<file path="src/rtl/frac_clk_pkg.sv">
package frac_clk_pkg;
  localparam int FIELD_W  = 5;
  localparam int WIN      = 1 << FIELD_W;
  localparam int KICK_BIT = 31;

  typedef logic [FIELD_W-1:0] field_t;
  typedef logic [FIELD_W:0]   mult_t;

  typedef enum logic {
    SEL_CTRL = 1'b0,
    SEL_KICK = 1'b1
  } reg_sel_e;
endpackage

</file>
<file path="src/rtl/frac_regs.sv">
module frac_regs
  import frac_clk_pkg::*;
#(
  parameter int FIELD_OFS = 8,
  parameter int KICK_LAT  = 4
) (
  input  logic        clk,
  input  logic        rst,
  input  logic        we,
  input  logic        addr,
  input  logic [31:0] wdata,
  input  logic        win_last,
  output logic [31:0] rdata,
  output field_t      pend_field,
  output field_t      act_field,
  output logic        kick_busy
);
  localparam int SW = $clog2(KICK_LAT + 1);

  field_t          pend_q, act_q;
  logic            kick_q;
  logic [SW-1:0]   settle_q;
  logic [31:0]     rdata_q;
  logic            apply;
  logic            wr_ctrl, wr_kick;

  assign wr_ctrl = we && (addr == SEL_CTRL) && !kick_q;
  assign wr_kick = we && (addr == SEL_KICK) && wdata[KICK_BIT] && !kick_q;
  assign apply   = kick_q && win_last && (settle_q == '0);

  always_ff @(posedge clk) begin
    if (rst) begin
      pend_q   <= '0;
      act_q    <= '0;
      kick_q   <= 1'b0;
      settle_q <= '0;
    end else begin
      if (wr_ctrl) pend_q <= wdata[FIELD_OFS +: FIELD_W];
      if (wr_kick) kick_q <= 1'b1;
      if (apply) begin
        act_q    <= pend_q;
        settle_q <= SW'(KICK_LAT);
      end else if (settle_q != '0) begin
        settle_q <= settle_q - 1'b1;
        if (settle_q == SW'(1)) kick_q <= 1'b0;
      end
    end
  end

  always_ff @(posedge clk) begin
    if (rst) begin
      rdata_q <= '0;
    end else begin
      rdata_q <= '0;
      if (addr == SEL_KICK) rdata_q[KICK_BIT] <= kick_q;
      else                  rdata_q[FIELD_OFS +: FIELD_W] <= pend_q;
    end
  end

  assign rdata      = rdata_q;
  assign pend_field = pend_q;
  assign act_field  = act_q;
  assign kick_busy  = kick_q;
endmodule

</file>
<file path="src/rtl/frac_rate_acc.sv">
module frac_rate_acc
  import frac_clk_pkg::*;
(
  input  logic   clk,
  input  logic   rst,
  input  field_t act_field,
  output logic   win_last,
  output logic   pulse
);
  field_t acc_q, win_q;
  logic   pulse_q;
  mult_t  mult;
  mult_t  sum;

  assign mult = mult_t'(WIN) - {1'b0, act_field};
  assign sum  = {1'b0, acc_q} + mult;

  always_ff @(posedge clk) begin
    if (rst) begin
      acc_q   <= '0;
      win_q   <= '0;
      pulse_q <= 1'b0;
    end else begin
      acc_q   <= sum[FIELD_W-1:0];
      pulse_q <= sum[FIELD_W];
      win_q   <= win_q + 1'b1;
    end
  end

  assign win_last = (win_q == field_t'(WIN - 1));
  assign pulse    = pulse_q;
endmodule

</file>
<file path="src/rtl/frac_post_div.sv">
module frac_post_div #(
  parameter int POST_DIV = 2
) (
  input  logic clk,
  input  logic rst,
  input  logic pulse,
  output logic en
);
  logic en_q;

  generate
    if (POST_DIV == 1) begin : g_pass
      always_ff @(posedge clk) begin
        if (rst) en_q <= 1'b0;
        else     en_q <= pulse;
      end
    end else begin : g_div
      localparam int CW = $clog2(POST_DIV);
      logic [CW-1:0] cnt_q;
      always_ff @(posedge clk) begin
        if (rst) begin
          cnt_q <= '0;
          en_q  <= 1'b0;
        end else begin
          en_q <= pulse && (cnt_q == CW'(POST_DIV - 1));
          if (pulse) begin
            if (cnt_q == CW'(POST_DIV - 1)) cnt_q <= '0;
            else                            cnt_q <= cnt_q + 1'b1;
          end
        end
      end
    end
  endgenerate

  assign en = en_q;
endmodule

</file>
<file path="src/rtl/frac_clk_gen.sv">
module frac_clk_gen
  import frac_clk_pkg::*;
#(
  parameter int FIELD_OFS = 8,
  parameter int POST_DIV  = 2,
  parameter int KICK_LAT  = 4
) (
  input  logic        clk,
  input  logic        rst,
  input  logic        reg_we,
  input  logic        reg_addr,
  input  logic [31:0] reg_wdata,
  output logic [31:0] reg_rdata,
  output logic        clk_en
);
  initial begin
    if (FIELD_OFS < 0 || FIELD_OFS + FIELD_W > KICK_BIT)
      $error("FIELD_OFS out of range");
    if (KICK_LAT < 1 || KICK_LAT >= WIN)
      $error("KICK_LAT out of range");
    if (POST_DIV < 1)
      $error("POST_DIV out of range");
  end

  field_t pend_field, act_field;
  logic   kick_busy, win_last, pulse;

  frac_regs #(.FIELD_OFS(FIELD_OFS), .KICK_LAT(KICK_LAT)) u_regs (
    .clk        (clk),
    .rst        (rst),
    .we         (reg_we),
    .addr       (reg_addr),
    .wdata      (reg_wdata),
    .win_last   (win_last),
    .rdata      (reg_rdata),
    .pend_field (pend_field),
    .act_field  (act_field),
    .kick_busy  (kick_busy)
  );

  frac_rate_acc u_acc (
    .clk       (clk),
    .rst       (rst),
    .act_field (act_field),
    .win_last  (win_last),
    .pulse     (pulse)
  );

  frac_post_div #(.POST_DIV(POST_DIV)) u_div (
    .clk   (clk),
    .rst   (rst),
    .pulse (pulse),
    .en    (clk_en)
  );
endmodule

</file>
<file path="config.mk">
export PLATFORM = sky130hd
export DESIGN_NAME = frac_clk_gen
export DESIGN_NICKNAME = d
export VERILOG_FILES = /design/src/rtl/frac_clk_pkg.sv /design/src/rtl/frac_regs.sv /design/src/rtl/frac_rate_acc.sv /design/src/rtl/frac_post_div.sv /design/src/rtl/frac_clk_gen.sv
export SDC_FILE = /design/constraint.sdc
export NUM_CORES = 1
export LEC_CHECK = 0
export ABC_AREA = 0
export BUFFER_PORTS_ARGS = -buffer_cell sky130_fd_sc_hd__buf_2
export CORE_ASPECT_RATIO = 1.1
export CORE_MARGIN = 4
export CORE_UTILIZATION = 50
export CTS_CLUSTER_DIAMETER = 80
export DETAILED_ROUTE_END_ITERATION = 12
export PLACE_DENSITY = 0.95
export SLEW_MARGIN = 15
export SYNTH_ARGS = -nofsm -noshare
export SYNTH_HDL_FRONTEND = slang
export SYNTH_HIERARCHICAL = 1
export SYNTH_SLANG_ARGS = --single-unit
</file>
<file path="constraint.sdc">
create_clock -name clk -period 4.6 [get_ports clk]
set_clock_uncertainty 0.15 [all_clocks]
set_input_delay 0.92 -clock clk [delete_from_list [all_inputs] [get_ports clk]]
set_output_delay 0.92 -clock clk [all_outputs]
set_load 0.01 [all_outputs]
</file>
==> flow_summary.toml <==
[drt]
wl_per_cell_um = 10.1
ant_nets = 0
drt-initial-drc-count = 13
first_pass_iters = 4
viasPerCell = 4.55
wirelength_um = 2150
drc = 0
vias = 970

[pwr]
p_switching_uw = 159
p_comb_frac = 0.183
power_density_nw_per_um2 = 360
switching_share = 0.279
power_frac_seq = 0.563
power_leakage_nw = 0.760
ir_drop_v = 0.000256
finalPower_uw = 570
internal_power_uw = 411
clock_power_share = 0.254

[cts]
post_cts_buffers = 0
ctsLongestPathBuffers = 2
ctsHoldBuffers = 0
htreeDepth = 2
cts_root_buffer = "clkbuf_4"
cts.clk_slew.worst_paths_ns = 0.09
cts_buffers = 5
cts.sinks = 33
ctsResizeCount = 0
cts_tree = "built"
worst_skew_pair.late_latency_ns = 0.32

[worst_setup_path]
path_class = "flip-flop to output port"
crit_path_max_incr_delay_ns = 0.32
cp.arrival_ns = 0.77
crit_chain = "buf_2"
crit_fanout = 1
path_delay_family = "flip-flops"
endpoint_kind = "output port"
cp.buffers_inverters = 1
cp.required_ns = 3.53
crit_path_top_delay_cell = "dfxtp_1"
startpoint_type = "flip-flop"

[synth]
netlist_area_um2 = 1520
ys_ff_latch = 33
synth_top_cells_by_area = "dfxtp_1 (43%), buf_4 (13%), ha_1 (8.2%)"
yosysUniqueCellTypes = 26
synth_top_area_share = 0.435
seq_area_frac_synth = 0.435
syn_inst = 159
yosys.area.top_type = "dfxtp_1"
syn_avg_cell_area_um2 = 9.56
yosysWarningCount = 6

[worst_hold_path]
hp-class = "flip-flop to flip-flop"

[die]
coreArea_um2 = 2830
die_h_um = 65.8
die_area_um2 = 3990
ioPinCount = 69
start_util = 0.538
die_x_um = 60.6
num_rows = 20

[finish]
fin_nets = 226
syn2layout_area_growth_pct = 4.03
fillers = 261
drive_above_1_share = 0.139
antenna-diode-count = 0

[sta]
finalMaxSlewViolations = 0
rsz0062_at_grt = "false"
finalHoldViolations = 0
setup_violations = 0
layout_worst_path_cycle_share = 0.400
finalSetupTns_ns = 0
finalCriticalPeriod_ns = 1.84
fmax_mhz = 544

[job]
maxCapViolCount = 0

[run_status]
status = "finished clean"

[global_route]
grt_overflow = 0
first_global_vias = 888
grt_pass1_wl_um = 3500
grt_usage = 0.119
grt_max_degree = 30
antenna_found_initial = 0

[place]
io_buffers = 16
gp_congestion = 0.771
dp_hpwl_um = 1690
final cells by class:
cell class	count	area, µm²	share of cell area
multi-input cells	113	713	0.451
clock buffers	8	48.8	0.0309
inverters	10	37.5	0.0237
well taps	33	41.3	0.0261
repair buffers	16	80.1	0.0506
flip-flops and latches	33	661	0.418
final timing paths:
kind                                  start                              end  slack, ns  cells after the start
max             u_regs/rdata[10]$_SDFF_PP0_                    reg_rdata[10]       2.76                      1
min          u_div/g_div.cnt_q$_SDFFE_PP0P_              u_div/en$_SDFF_PP0_       0.31                      2
max reg2reg       u_acc/win_q[0]$_SDFF_PP0_  u_regs/settle_q[1]$_SDFFE_PP0N_       2.88                      6
min reg2reg  u_div/g_div.cnt_q$_SDFFE_PP0P_              u_div/en$_SDFF_PP0_       0.31                      2
cell usage after synthesis (all sizes together):
cell	number
dfxtp	33
nor2	28
buf	26
ha	10
inv	10
mux2i	10
a21oi	6
and2	5
xnor2	4
nand2	3
nand2b	3
nor3	3
nor3b	3
clkbuf	2
nor2b	2
o21ai	2
xor2	2
a2111oi	1
a31oi	1
and3	1
conb	1
fa	1
nand3	1
nand4b	1
state kept, by name, summed over array words and instances (netlist names):
name and flops:
u_regs/pend_field 5, u_acc/win_q 5, u_acc/pulse 1, u_regs/kick_busy 1, u_regs/rdata 6, u_acc/acc_q 5, u_regs/act_field 5, u_regs/settle_q 3
u_div/en 1, u_div/g_div.cnt_q 1
cell families (layout without fill, tap and decap cells):
logic type,after synthesis,in the layout,share of synthesized area
xor gates and xnor gates,6,6,0.0346
other,1,26,0.00247
and+or+nand+nor,50,50,0.167
adders and majority gates,11,11,0.0955
DFF,33,33,0.435
muxes,10,10,0.0658
buffers and inverters,38,34,0.158
AOI/OAI and AO/OA,10,10,0.0420
routing by layer:
layer / track usage / vias up / share of wire
met2: 0.199 / 22 / 0.52
met1: 0.120 / 442 / 0.39
met4: 0.0569 / 0 / 0.017
met5: 0 / - / 0
li1: - / 502 / -
met3: 0.0586 / 4 / 0.072
through the flow:
stage | instances | worst slack [ns] | cell area (µm²) | hold slack (ns) | util
CTS | 213 | 2.73 | 1580 | 0.310 | 0.559
global route | 213 | 2.70 | 1580 | 0.337 | 0.559
detailed placement | 205 | 2.60 | 1530 | 0.297 | 0.542
finish | 213 | 2.76 | 1580 | 0.308 | 0.559
global placement | 205 | 2.62 | 1530 | 0.279 | 0.542
floorplan | 184 | 2.85 | 1610 | 0.268 | -
placed cells by master, fill, tap and decap left out, drive strengths merged, types with 4 or more instances in the layout:
cell / synthesis / layout
conb: 1 / 26
dfxtp: 33 / 33
nor2: 28 / 28
inv: 10 / 10
xnor2: 4 / 4
mux2i: 10 / 10
buf: 26 / 16
a21oi: 6 / 6
ha: 10 / 10
clkbuf: 2 / 8
and2: 5 / 5
power groups by stage:
stage	combinational, mW	clock [mW]	sequential (mW)
6_report	0.104	0.145	0.321
3_5_place_dp	0.104	0	0.328
4_1_cts	0.105	0.155	0.321
2_1_floorplan	0.0984	0	0.324
3_3_place_gp	0.0977	0	0.326
5_1_grt	0.118	0.169	0.323
No activity file was read; power rests on OpenSTA's default activity.
